--- src/rtl/activity_pwrdn_pkg.sv ---
package activity_pwrdn_pkg;
    typedef enum logic {
        PWR_SLEEP = 1'b0,
        PWR_AWAKE = 1'b1
    } pwr_state_e;
endpackage

--- src/rtl/activity_detect.sv ---
module activity_detect #(
    parameter int ADDR_W = 13,
    parameter int DATA_W = 8
) (
    input  logic              clk,
    input  logic              rst,
    input  logic              sel_n,
    input  logic              wr_n,
    input  logic [ADDR_W-1:0] addr,
    input  logic [DATA_W-1:0] data,
    output logic              wake
);
    logic              sel_n_q;
    logic              wr_n_q;
    logic [ADDR_W-1:0] addr_q;
    logic [DATA_W-1:0] data_q;

    // previous-cycle copies; loaded during reset too so release is quiet
    always_ff @(posedge clk) begin
        sel_n_q <= sel_n;
        wr_n_q  <= wr_n;
        addr_q  <= addr;
        data_q  <= data;
    end

    logic ev_sel, ev_wr, ev_addr, ev_data;

    always_comb begin
        ev_sel  = sel_n_q & ~sel_n;
        ev_wr   = ~sel_n & wr_n_q & ~wr_n;
        ev_addr = ~sel_n & (addr != addr_q);
        ev_data = ~sel_n & ~wr_n & (data != data_q);
        wake    = ~rst & (ev_sel | ev_wr | ev_addr | ev_data);
    end

    assert_sel_fall_R2: assert property (@(posedge clk) disable iff (rst)
        $fell(sel_n) |-> wake);

    assert_addr_change_R4: assert property (@(posedge clk) disable iff (rst)
        (!sel_n && (addr != $past(addr))) |-> wake);

    assert_read_data_quiet_R5: assert property (@(posedge clk) disable iff (rst)
        (!sel_n && wr_n && $stable(sel_n) && $stable(addr)) |-> !wake);

    assert_deselected_quiet_R3: assert property (@(posedge clk) disable iff (rst)
        sel_n |-> !wake);
endmodule

--- src/rtl/pwr_window_fsm.sv ---
module pwr_window_fsm
    import activity_pwrdn_pkg::*;
#(
    parameter int TIMEOUT_CYC = 5
) (
    input  logic clk,
    input  logic rst,
    input  logic sel_n,
    input  logic wake,
    output logic array_on
);
    localparam int CW = $clog2(TIMEOUT_CYC + 1);
    localparam logic [CW-1:0] RELOAD = CW'(TIMEOUT_CYC - 1);

    pwr_state_e    state, state_nxt;
    logic [CW-1:0] cnt, cnt_nxt;

    always_comb begin
        state_nxt = state;
        cnt_nxt   = cnt;
        unique case (state)
            PWR_SLEEP: begin
                if (wake) begin
                    state_nxt = PWR_AWAKE;
                    cnt_nxt   = RELOAD;
                end
            end
            PWR_AWAKE: begin
                if (sel_n) begin
                    state_nxt = PWR_SLEEP;
                    cnt_nxt   = '0;
                end else if (wake) begin
                    cnt_nxt   = RELOAD;
                end else if (cnt == '0) begin
                    state_nxt = PWR_SLEEP;
                end else begin
                    cnt_nxt   = cnt - CW'(1);
                end
            end
            default: begin
                state_nxt = PWR_SLEEP;
                cnt_nxt   = '0;
            end
        endcase
    end

    // state register
    always_ff @(posedge clk) begin
        if (rst) begin
            state <= PWR_SLEEP;
            cnt   <= '0;
        end else begin
            state <= state_nxt;
            cnt   <= cnt_nxt;
        end
    end

    // outputs
    always_comb begin
        array_on = ~rst & ~sel_n & (wake | (state == PWR_AWAKE));
    end

    assert_reload_R7: assert property (@(posedge clk) disable iff (rst)
        wake |=> (state == PWR_AWAKE && cnt == RELOAD));

    assert_countdown_R6: assert property (@(posedge clk) disable iff (rst)
        (state == PWR_AWAKE && !wake && !sel_n && cnt != '0)
        |=> (cnt == $past(cnt) - CW'(1)));

    assert_expire_R9: assert property (@(posedge clk) disable iff (rst)
        (state == PWR_AWAKE && !wake && cnt == '0) |=> (state == PWR_SLEEP));

    assert_deselect_R8: assert property (@(posedge clk) disable iff (rst)
        sel_n |=> (state == PWR_SLEEP));
endmodule

--- src/rtl/activity_pwrdn_ctrl.sv ---
module activity_pwrdn_ctrl #(
    parameter int ADDR_W      = 13,
    parameter int DATA_W      = 8,
    parameter int TIMEOUT_CYC = 5
) (
    input  logic              clk,
    input  logic              rst,
    input  logic              sel_n,
    input  logic              wr_n,
    input  logic [ADDR_W-1:0] addr,
    input  logic [DATA_W-1:0] data,
    output logic              array_on
);
    logic wake;

    activity_detect #(
        .ADDR_W(ADDR_W),
        .DATA_W(DATA_W)
    ) detect_i (
        .clk  (clk),
        .rst  (rst),
        .sel_n(sel_n),
        .wr_n (wr_n),
        .addr (addr),
        .data (data),
        .wake (wake)
    );

    pwr_window_fsm #(
        .TIMEOUT_CYC(TIMEOUT_CYC)
    ) fsm_i (
        .clk     (clk),
        .rst     (rst),
        .sel_n   (sel_n),
        .wake    (wake),
        .array_on(array_on)
    );

    assert_reset_off_R1: assert property (@(posedge clk)
        rst |-> !array_on);

    assert_deselect_off_R8: assert property (@(posedge clk) disable iff (rst)
        sel_n |-> !array_on);
endmodule

--- config.mk ---
export PLATFORM = sky130hd
export DESIGN_NAME = activity_pwrdn_ctrl
export DESIGN_NICKNAME = d
export VERILOG_FILES = /design/src/rtl/activity_pwrdn_pkg.sv /design/src/rtl/activity_detect.sv /design/src/rtl/pwr_window_fsm.sv /design/src/rtl/activity_pwrdn_ctrl.sv
export SDC_FILE = /design/constraint.sdc
export NUM_CORES = 1
export LEC_CHECK = 0
export ABC_AREA = 1
export BUFFER_PORTS_ARGS = -buffer_cell sky130_fd_sc_hd__buf_2
export CAP_MARGIN = 0
export CORE_UTILIZATION = 53
export DETAILED_ROUTE_END_ITERATION = 8
export GPL_TIMING_DRIVEN = 0
export PLACE_DENSITY = 0.79
export SLEW_MARGIN = 20
export SYNTH_ARGS = -nofsm -noshare
export SYNTH_HDL_FRONTEND = slang
export SYNTH_SLANG_ARGS = --single-unit
export TNS_END_PERCENT = 30
--- constraint.sdc ---
create_clock -name clk -period 2.7 [get_ports clk]
set_clock_uncertainty 0.1 [all_clocks]
set_input_delay 0.405 -clock clk [delete_from_list [all_inputs] [get_ports clk]]
set_output_delay 0.405 -clock clk [all_outputs]
set_load 0.05 [all_outputs]
* After elaboration in Yosys (flattened, before gate mapping) *
Cells that the tools add are included.

cells by class
  add/sub/neg operators = 1
  equal/unequal tests = 4
  muxes and demuxes = 10
  bitwise operators = 17
  reductions and logical operators = 2

operators by type and width
  cell                                              number
  != test 13 bit                                    1
  2-to-1 mux 3 bit                                  4
  AND 1 bit                                         9
  != test 8 bit                                     1
  one-hot mux 3 bit (2 select lines)                1
  2-to-1 mux 1 bit                                  4
  != test 4 x 3 -> 1 bit, second input constant     1
  inverter 1 bit                                    4
  OR 1 bit                                          4
  zero test 3 bit                                   1
  subtractor 3 x 1 -> 3 bit, second input constant  1
  != test 2 x 1 -> 1 bit, second input constant     1
  one-hot mux 1 bit (2 select lines)                1
  AND reduction 2 bit                               1

storage, ports and cells
  bits in registers = 27
  bits of input ports = 25
  logic and storage cells = 40

* Depth between registers and ports, before layout *
Gate-level depths: netlist of run 1.

  depth in word-level cells = 10
  gate-level depth with buffers = 14
  depth with buffers taken out = 14

* By module *
Synthesis of run 1 repeated with hierarchy kept, for this count alone.

second synthesis, totals
  cell total of the unflattened synthesis = 179
  area total of the unflattened synthesis = 1181.1 um^2

modules (own cells, without submodules)
  module           times used  cells each  area an instance (um^2)
  activity_detect  1           140         914.6
  pwr_window_fsm   1           39          266.5

* Least setup slack after synthesis of run 1 *
Ideal clock, no wire load.

  kind = input to output
  from = input port addr[4]
  to = output port array_on
  arrival time = 1.224 ns
  data required time = 2.195 ns
  slack = 0.971 ns
  stages = 10
  path through = inv_1 > nand2_1 > nand2_1 > nand2_1 > nor2_2 > nand2_1 > nor2_2 > nand2_2 > o21ai_0 > inv_1

between the ends
  longest elaborated chain between the ends = 7

RTL lines
  item                   RTL line                   text
  start, declared        activity_pwrdn_ctrl.sv:10  input logic [ADDR_W-1:0] addr,
  != test 13 bit         activity_detect.sv:31      ev_addr = ~sel_n & (addr != addr_q);
  AND 1 bit              activity_detect.sv:31
  OR 1 bit (2 in a row)  activity_detect.sv:33      wake = ~rst & (ev_sel | ev_wr | ev_addr | ev_data);
  AND 1 bit              activity_detect.sv:33
  OR 1 bit               pwr_window_fsm.sv:60       array_on = ~rst & ~sel_n & (wake | (state == PWR_AWAKE));
  AND 1 bit              pwr_window_fsm.sv:60
  end, declared          activity_pwrdn_ctrl.sv:12  output logic array_on

Every way passes these cells.

* Worst setup path in the final report of run 1 *
  from = register detect_i.addr_q[9]
  to = output port array_on

between the ends
  longest elaborated chain between the ends = 7

RTL lines
  item                    RTL line               text
  start, declared         activity_detect.sv:15  logic [ADDR_W-1:0] addr_q;
  start signal, assigned  activity_detect.sv:22  addr_q <= addr;
  != test 13 bit          activity_detect.sv:31
  AND 1 bit               activity_detect.sv:31
  OR 1 bit (2 in a row)   activity_detect.sv:33
  AND 1 bit               activity_detect.sv:33
  OR 1 bit                pwr_window_fsm.sv:60
  AND 1 bit               pwr_window_fsm.sv:60

Every way passes these cells.

==> impl_metrics.ini, run 1 <==
[timing]
fin_crit_ns = 2.200
finalSetupViolCount = 0
slew_violations = 0
finalSetupTns_ns = 0
fmax_mhz = 454.5
rsz0062_at_grt = no
hold_viol = 0
period_share_pct = 81.48
holdWs_ns = 0.09739
slew_headroom_pct = 83.98
worstMarginPinSlew_ns = 0.2394

[grt]
grt_remaining_overflow = 0
grt_max_degree = 16
met1_usage_pct = 19.95
grt_first_pass_wirelength_mm = 2.787
antenna_found_initial = 0
track_usage_pct = 17.45
grtUsageMet2_pct = 31.20
met3_usage_pct = 4.444
grt_busiest_layer = met2
grt_pass1_vias = 765

[cts]
ctsResizeCount = 0
htree_num_levels = 1
cts_buffers = 3
postCtsHoldBufs = 0
clkTransAtPathRegs_ns = 0.14
cts-root-buf = clkbuf_4
clock_latency_ns = 0.32
cts_sinks = 27
clock_path_buffers = 2
post_cts_buffers = 0
cts_tree = yes

[yosys]
synth_top_area_cell = dfxtp_1
avgSynthCellArea_um2 = 7.322
synth_area_leaders = dfxtp_1 (48%), nand2_1 (18%), inv_1 (11%), xnor2_1 (6.9%), nor2_1 (3.3%)
synth-seq-cells = 27
yosysSeqAreaShare_pct = 47.63
synth_top_area_share_pct = 47.63
syn_nets = 182
syn_area_um2 = 1135
yosys_warnings = 0
synth.distinct_cells = 19
syn_inst = 155

[floorplanning]
io_pins = 26
num_rows = 16
core_um2 = 1982
die_y_um = 48.28
initial_core_util_pct = 57.26
die_w_um = 48.28
die-area_um2 = 2330

[detailed_routing]
first_iter_violations = 11
num_vias = 923
avgRoutedWirePerCell_um = 8.664
detail-route-antenna-nets = 0
drt_wl_total_mm = 1.828
drc = 0
drt_pass1_iterations = 4
vias_per_cell = 4.374

[critical_path]
rr_worst_depth = 12
regToRegEndpoint = fsm_i.cnt[1]
end_kind = primary output
cp.required_ns = 2.19
reg2reg_setup_slack_ns = 1.23
r2r-start = detect_i.addr_q[9]
critical_path_class = register to primary output
crit_arrival_ns = 1.70
cp-start-kind = register
cp_max_fo = 2

[power]
p_switching_uw = 184.6
power_frac_seq_pct = 61.1
peakVddDrop_mv = 0.3529
pwr-share-comb_pct = 15.2
swShare_pct = 25.95
power.share.clock_pct = 23.7
p_int_uw = 526.8
powerDensity_nw_per_um2 = 538.4
leakagePower_nw = 0.7494

[finish]
layout-drive-gt1-share_pct = 19.57
finalNetCount = 212
synthToLayoutAreaGrowth_pct = 16.43
fillCellCount = 189
diodes = 0

[min_path]
hold_depth = 1
hp-class = primary input to register
min_from = wr_n
holdPathEnd = detect_i.wr_n_q

[run]
drv_cap = 0

[outcome]
outcome = finished clean

[placement]
gp_routability_congestion = 0.7009
dp_hpwl_mm = 1.536
numPortBuffers = 25
power by group through the flow:
stage                     Sequential (mW)  Clock (mW)  Combinational (mW)
after floorplan                     0.441           0              0.0718
after global routing                0.438       0.194               0.125
after CTS                           0.435       0.174               0.109
after detailed placement            0.444           0               0.108
after global placement              0.442           0               0.102
final                               0.435       0.169               0.108
stage by stage:
| step | area (µm²) | power [mW] | utilization [%] | worst slack, ns | cells |
|---|---|---|---|---|---|
| final | 1321 | 0.7113 | 66.67 | 0.4999 | 211 |
| after global routing | 1321 | 0.7566 | 66.67 | 0.2980 | 211 |
| after CTS | 1321 | 0.7175 | 66.67 | 0.4882 | 211 |
| after detailed placement | 1294 | 0.5522 | 65.28 | 0.6721 | 207 |
| after global placement | 1294 | 0.5447 | 65.28 | 0.7352 | 207 |
| after floorplan | 1135 | 0.5128 | - | 0.9705 | 155 |
synthesized netlist by cell type:
cell type,instances
nor2_1,10
inv_1,33
nand2_1,53
nor2_2,2
xor2_1,1
nand3_2,1
nand3_1,3
xnor2_1,9
a21oi_1,2
o21ai_1,2
nor3_1,2
inv_2,1
o21ai_0,1
dfxtp_1,27
nand4_1,3
nand2_2,1
nand2_4,1
o21ai_2,1
ha_1,2
kinds of logic after synthesis:
kind of cell | Yosys count | share of synthesized area (%)
xor+xnor | 10 | 7.718
simple gates | 76 | 28.23
fa+ha+maj | 2 | 2.205
compound gates | 6 | 2.977
buf+inv | 34 | 11.25
flops | 27 | 47.63
registers in the layout (all words and copies together) (netlist names):
register and cells:
fsm_i.cnt 3, detect_i.addr_q 13, fsm_i.state 1, detect_i.data_q 8, detect_i.wr_n_q 1, detect_i.sel_n_q 1
how the worst max path moves through the flow:
| stage | start | cells past startpoint | end | slack, ns |
|---|---|---|---|---|
| final | detect_i.addr_q[9] | 10 | array_on | 0.50 |
| after global routing | detect_i.addr_q[7] | 10 | array_on | 0.30 |
| after CTS | detect_i.addr_q[9] | 10 | array_on | 0.49 |
| after floorplan | addr[4] | 10 | array_on | 0.97 |
| after global placement | addr[5] | 10 | array_on | 0.74 |
| after detailed placement | addr[9] | 11 | array_on | 0.67 |
worst max-delay path, cell delays in order, from the launching register on:
cell	delay, ns
dfxtp_1	0.36
inv_1	0.05
nand2_1	0.05
nand2_1	0.05
nor2_1	0.12
nand3_1	0.11
nor2_2	0.13
nand2_2	0.08
o21ai_0	0.17
inv_1	0.05
buf_2	0.20
layer usage:
metal	part of all wire, %	vias up
li1	-	514
met1	45	392
met4	0.93	0
met5	0	-
met3	2.9	2
met2	51	15
placed cells by master, fill, tap and decap left out, types with 2 or more instances in the layout:
cell,count
nand2_1,53
nor2_2,2
o21ai_1,2
dfxtp_1,27
ha_1,2
nand4_1,3
buf_2,25
nand3_1,3
clkbuf_4,3
xnor2_1,9
inv_1,33
nor3_1,2
nor2_1,10
a21oi_1,2
layout make-up:
class                      count  area (µm²)  share of cell area (%)
sequential                    27       540.5                   40.91
multi-input combinational     94       466.7                   35.32
inverter                      34       127.6                   9.659
timing repair buffer          25       125.1                   9.470
tap                           27       33.78                   2.557
clock buffer                   3       22.52                   1.705
clock inverter                 1       5.005                  0.3788
(Power assumes the default switching activity.)
==> run 2, diff against run 1 <==
--- a/config.mk
+++ b/config.mk
@@ -5,13 +5,13 @@
 export SDC_FILE = /design/constraint.sdc
 export NUM_CORES = 1
 export LEC_CHECK = 0
-export ABC_AREA = 1
+export ABC_AREA = 0
 export BUFFER_PORTS_ARGS = -buffer_cell sky130_fd_sc_hd__buf_2
 export CAP_MARGIN = 0
-export CORE_UTILIZATION = 53
+export CORE_UTILIZATION = 49
 export DETAILED_ROUTE_END_ITERATION = 8
 export GPL_TIMING_DRIVEN = 0
-export PLACE_DENSITY = 0.79
+export PLACE_DENSITY = 0.75
 export SLEW_MARGIN = 20
 export SYNTH_ARGS = -nofsm -noshare
 export SYNTH_HDL_FRONTEND = slang
==> constraint.sdc (replaced) <==
create_clock -name clk -period 2.2 [get_ports clk]
set_clock_uncertainty 0.1 [all_clocks]
set_input_delay 0.33 -clock clk [delete_from_list [all_inputs] [get_ports clk]]
set_output_delay 0.33 -clock clk [all_outputs]
set_load 0.05 [all_outputs]
==> impl_metrics.ini, run 2 <==
[outcome]
outcome = complete, but fails checks
violations = negative setup slack

[finish]
final_core_util_pct = 71.56
final_cells = 146
finalNetCount = 149
layout_commonest_cell = dfxtp_1
synthToLayoutAreaGrowth_pct = 33.64
multi_input_area_um2 = 409.1
reg_top3 = detect_i.addr_q: 13 flops, detect_i.data_q: 8 flops, fsm_i.cnt: 3 flops
final_cell_mix = dfxtp_1 (27), buf_2 (24), xor2_1 (12)
top_register = detect_i.addr_q
layout-drive-gt1-share_pct = 30.58
largest_reg_flops = 13
diodes = 0
register_area_um2 = 540.5
fillCellCount = 151

[floorplanning]
die_y_um = 45.91
initial_core_util_pct = 53.55
io_pins = 26
die_w_um = 45.91
core_um2 = 1764
num_rows = 15
die-area_um2 = 2107

[timing]
fmax_mhz = 447.9
finalSetupViolCount = 1
setup_slack_ns = -0.03276
slew_violations = 0
rsz0062_at_grt = yes
finalSetupTns_ns = -0.03276
fin_crit_ns = 2.233
period_share_pct = 101.5
hold_viol = 0
worstMarginPinSlew_ns = 0.2787
slew_headroom_pct = 81.22

[power]
peakVddDrop_mv = 0.5817
powerDensity_nw_per_um2 = 666.7
finalPower_uw = 841.7
leakagePower_nw = 0.5286

[placement]
gp_routability_congestion = 0.7964
numPortBuffers = 25
dp_hpwl_mm = 1.203
post-place-ws_ns = 0.01345
dp_cells = 131

[yosys]
yosysSeqAreaShare_pct = 57.22
syn_area_um2 = 944.7
yosys_warnings = 0
synthTopCellsByCount = dfxtp_1 (27), xor2_1 (12), xnor2_1 (9)
synth_compound_area_share_pct = 7.285
syn_nets = 108
synth_top_area_cell = dfxtp_1
async_flop_share_pct = 0
synth_mux_area_share_pct = 0
synth_xor_area_share_pct = 19.47
synthSimpleGateAreaFrac_pct = 11.79
avgSynthCellArea_um2 = 11.66
synth_area_leaders = dfxtp_1 (57%), xor2_1 (11%), xnor2_1 (8.3%), a21oi_1 (3.2%), ha_1 (2.6%)
syn_inst = 81
synth_top_area_share_pct = 57.22
synth.distinct_cells = 20
synth_top_family_by_area = XOR/XNOR gates
yosysMostFrequentCell = dfxtp_1
synth_edf_count = 0
synthAdderAreaFrac_pct = 2.649
synth-main-ff-cell = dfxtp_1
synth-seq-cells = 27

[critical_path]
cp_max_fo = 2
crit_path_end = array_on
r2r-start = detect_i.data_q[6]
rr_worst_depth = 6
startpoint = detect_i.data_q[6]
regToRegEndpoint = fsm_i.cnt[2]
crit_arrival_ns = 1.80
critical_path_class = register to primary output
cp-start-kind = register
cp.required_ns = 1.77
reg2reg_setup_slack_ns = 0.51
end_kind = primary output

[detailed_routing]
drc = 0
num_vias = 702
drt_wl_total_mm = 1.695
vias_per_cell = 4.808
first_iter_violations = 2
avgRoutedWirePerCell_um = 11.61
detail-route-antenna-nets = 0
drt_pass1_iterations = 4

[cts]
cts_buffers = 3
htree_num_levels = 1
clock_latency_ns = 0.32
cts_sinks = 27
cts-root-buf = clkbuf_4
cts_tree = yes
clock_path_buffers = 2
clkTransAtPathRegs_ns = 0.14

[min_path]
hp-class = primary input to register
hold_depth = 1

[grt]
grt_remaining_overflow = 0
grt_pass1_vias = 613
track_usage_pct = 16.49
grt_max_degree = 16
grt_first_pass_wirelength_mm = 2.408
antenna_found_initial = 0

[run]
drv_cap = 0
run 2: changes by cell type in the layout (fill, tap and decap cells not counted), moves of 3 or more:
cell / previous run / this run
nor4_2: 0 / 3
inv_1: 33 / 4
nand2_1: 53 / 1
dlygate4sd3_1: 0 / 10
xor2_1: 1 / 12
nor2_1: 10 / 2
run 2: timing repair:
action	in CTS	in global routing
endpoints found under the hold margin	0	10
pin swaps	3	5
resized for setup	1	5
hold buffers	0	10
setup buffers	1	0
endpoints found under the setup margin	1	1
run 2: logic make-up (layout without fill, tap and decap cells):
| family | count (synthesis) | count (layout) |
|---|---|---|
| buf+inv | 4 | 44 |
| fa+ha+maj | 2 | 2 |
| xor+xnor | 21 | 21 |
| simple gates | 15 | 15 |
| compound gates | 12 | 12 |
| flops | 27 | 27 |
run 2: worst min path at each step:
stage | from | to | slack, ns
detailed placement | data[0] | detect_i.data_q[0] | 0.36
CTS | data[0] | detect_i.data_q[0] | 0.01
floorplan | addr[0] | detect_i.addr_q[0] | 0.26
global route | addr[5] | detect_i.addr_q[5] | -0.0004
finish | addr[10] | detect_i.addr_q[10] | 0.03
global placement | addr[12] | detect_i.addr_q[12] | 0.36
run 2: worst max-delay path, stage by stage (launching register included):
cell	delay, ns
dfxtp_1	0.33
xor2_1	0.17
nor4_2	0.34
a21oi_2	0.12
nor4_4	0.27
a21oi_2	0.09
buf_6	0.16
run 2: power by group:
part,switching (mW),leakage (nW),total [mW],internal [mW]
combinational,0.0506,0.284,0.110,0.0596
sequential,0.0121,0.227,0.527,0.515
clock,0.136,0.0177,0.205,0.0682
total,0.199,0.529,0.842,0.642
run 2: metrics by stage:
step	area (µm²)	hold slack, ns
CTS	1139	0.01104
floorplan	944.7	0.2577
global route	1262	-0.0003974
global placement	1101	0.3559
finish	1262	0.02658
detailed placement	1101	0.3571
run 2: layout make-up:
cell class	count	area share, %
flip-flops and latches	27	42.81
multi-input cells	50	32.41
repair buffers	36	18.93
well taps	25	2.478
clock buffers	3	1.784
inverters	4	1.189
clock inverters	1	0.3964
run 2: per-layer routing:
layer	wire (µm)	GRT usage [%]	up-vias
li1	-	-	353
met4	8	3.529	0
met3	92	7.143	2
met1	643	17.44	327
met2	951	29.86	20
met5	0	0	-
==> run 3, diff against run 2 <==
--- a/config.mk
+++ b/config.mk
@@ -8,9 +8,9 @@
 export ABC_AREA = 0
 export BUFFER_PORTS_ARGS = -buffer_cell sky130_fd_sc_hd__buf_2
 export CAP_MARGIN = 0
+export CORE_MARGIN = 3
 export CORE_UTILIZATION = 49
 export DETAILED_ROUTE_END_ITERATION = 8
-export GPL_TIMING_DRIVEN = 0
 export PLACE_DENSITY = 0.75
 export SLEW_MARGIN = 20
 export SYNTH_ARGS = -nofsm -noshare
==> impl_metrics.ini, run 3 (synthesized netlist as in run 2, its figures left out) <==
[finish]
largest_reg_flops = 13
synthToLayoutAreaGrowth_pct = 22.65
final_cell_mix = dfxtp_1 (27), buf_2 (24), xor2_1 (12)
reg_top3 = detect_i.addr_q: 13 flops, detect_i.data_q: 8 flops, fsm_i.cnt: 3 flops
layout-drive-gt1-share_pct = 29.20
final_cells = 138
fillCellCount = 166
diodes = 0
top_register = detect_i.addr_q
finalNetCount = 141
layout_commonest_cell = dfxtp_1

[power]
leakagePower_nw = 0.4934
peakVddDrop_mv = 0.3745
p_switching_uw = 183.4
power.share.clock_pct = 24.2
pwr-share-comb_pct = 11.2
swShare_pct = 22.52
p_int_uw = 630.8
powerDensity_nw_per_um2 = 702.7
power_frac_seq_pct = 64.6

[critical_path]
cp.required_ns = 1.77
crit_arrival_ns = 1.83
cp_max_fo = 2
crit_path_end = array_on
rr_worst_depth = 6
critical_path_class = register to primary output
end_kind = primary output
cp-start-kind = register
regToRegEndpoint = fsm_i.cnt[2]
startpoint = detect_i.addr_q[11]
reg2reg_setup_slack_ns = 0.51
r2r-start = detect_i.addr_q[11]

[timing]
slew_headroom_pct = 80.45
worstMarginPinSlew_ns = 0.2906
slew_violations = 0
fmax_mhz = 442.5
finalSetupViolCount = 1
finalSetupTns_ns = -0.05974
fin_crit_ns = 2.260
hold_viol = 0
rsz0062_at_grt = yes
setup_slack_ns = -0.05974
period_share_pct = 102.7

[floorplanning]
io_pins = 26
num_rows = 15
die-area_um2 = 2491
core_um2 = 1764
die_w_um = 49.91
initial_core_util_pct = 53.55
die_y_um = 49.91

[detailed_routing]
routed-wl-met3_um = 55
first_iter_violations = 4
avgRoutedWirePerCell_um = 10.57
detail-route-antenna-nets = 0
met2_wirelength_um = 764
drt_wl_total_mm = 1.458
top_layer_used = met4
drc = 0
vias_per_cell = 4.862
num_vias = 671
drt-met1-wl_um = 626
drt_pass1_iterations = 4

[cts]
clock_path_buffers = 2
cts-root-buf = clkbuf_4
clock_latency_ns = 0.31
htree_num_levels = 1
cts_sinks = 27
cts_buffers = 3
clkTransAtPathRegs_ns = 0.14
post_cts_buffers = 0
cts_tree = yes

[placement]
gp_routability_congestion = 0.6383
numPortBuffers = 25
post-place-ws_ns = 0.1284
dp_hpwl_mm = 1.206
dp_cells = 132

[outcome]
outcome = complete, but fails checks
violations = negative setup slack

[grt]
track_usage_pct = 13.08
grt_max_degree = 16
grt_remaining_overflow = 0
antenna_found_initial = 0
grt_first_pass_wirelength_mm = 2.518
grt_pass1_vias = 642

[min_path]
min_from = addr[12]
hp-class = primary input to register

[run]
drv_cap = 0
-- run 3: cell count changes in the layout (fill, tap and decap cells not counted) --
cell / change
buf_6: -1
nor4_1: +2
buf_4: +1
dlygate4sd3_1: -8
nor4_2: -2
a21oi_2: -2
a21oi_1: +2
-- run 3: power groups by stage --
stage | sequential (mW) | combinational (mW) | clock [mW]
3_5_place_dp | 0.537 | 0.0894 | 0
4_1_cts | 0.526 | 0.0907 | 0.207
5_1_grt | 0.528 | 0.102 | 0.231
6_report | 0.526 | 0.0915 | 0.197
3_3_place_gp | 0.536 | 0.0862 | 0
2_1_floorplan | 0.535 | 0.0510 | 0
-- run 3: metrics by stage --
step | hold slack, ns | cell area [µm²] | util (%) | power (mW)
6_report | 0.03113 | 1159 | 65.67 | 0.8142
5_1_grt | 0.001013 | 1159 | 65.67 | 0.8620
4_1_cts | 0.02105 | 1139 | 64.54 | 0.8235
3_5_place_dp | 0.3582 | 1109 | 62.84 | 0.6266
3_3_place_gp | 0.3558 | 1109 | 62.84 | 0.6224
2_1_floorplan | 0.2577 | 944.7 | - | 0.5859
-- run 3: area by class of cell --
cell class	count	area [µm²]	share of cell area (%)
clock buffer	3	22.52	1.944
timing repair buffer	28	155.1	13.39
multi-input combinational	50	389.1	33.59
clock inverter	1	5.005	0.4320
inverter	4	15.01	1.296
tap	25	31.28	2.700
sequential	27	540.5	46.65
-- run 3: routing by layer --
layer / track usage (%) / vias up
li1: - / 342
met1: 15.25 / 312
met4: 5.530 / 0
met3: 2.719 / 2
met2: 22.91 / 15
met5: 0 / -
-- run 3: how the worst min path moves through the flow --
stage | to | slack, ns | cells past startpoint
floorplan | detect_i.addr_q[0] | 0.26 | 0
global placement | detect_i.addr_q[8] | 0.36 | 1
detailed placement | detect_i.data_q[5] | 0.36 | 1
CTS | detect_i.addr_q[3] | 0.02 | 1
global route | detect_i.addr_q[8] | 0.001 | 1
finish | detect_i.addr_q[12] | 0.03 | 1
-- run 3: what timing repair did --
item | in CTS | in global routing
resized for setup | 1 | 0
hold buffers | 0 | 2
setup endpoints to repair | 1 | 1
hold endpoints to repair | 0 | 2
-- run 3: worst max-delay path, cell delays in order, from the launching register on --
cell and delay [ns]:
dfxtp_1 0.33, xor2_1 0.16, nor4_2 0.26, nand3_1 0.15, nor4_4 0.32, a21oi_1 0.10, buf_4 0.19
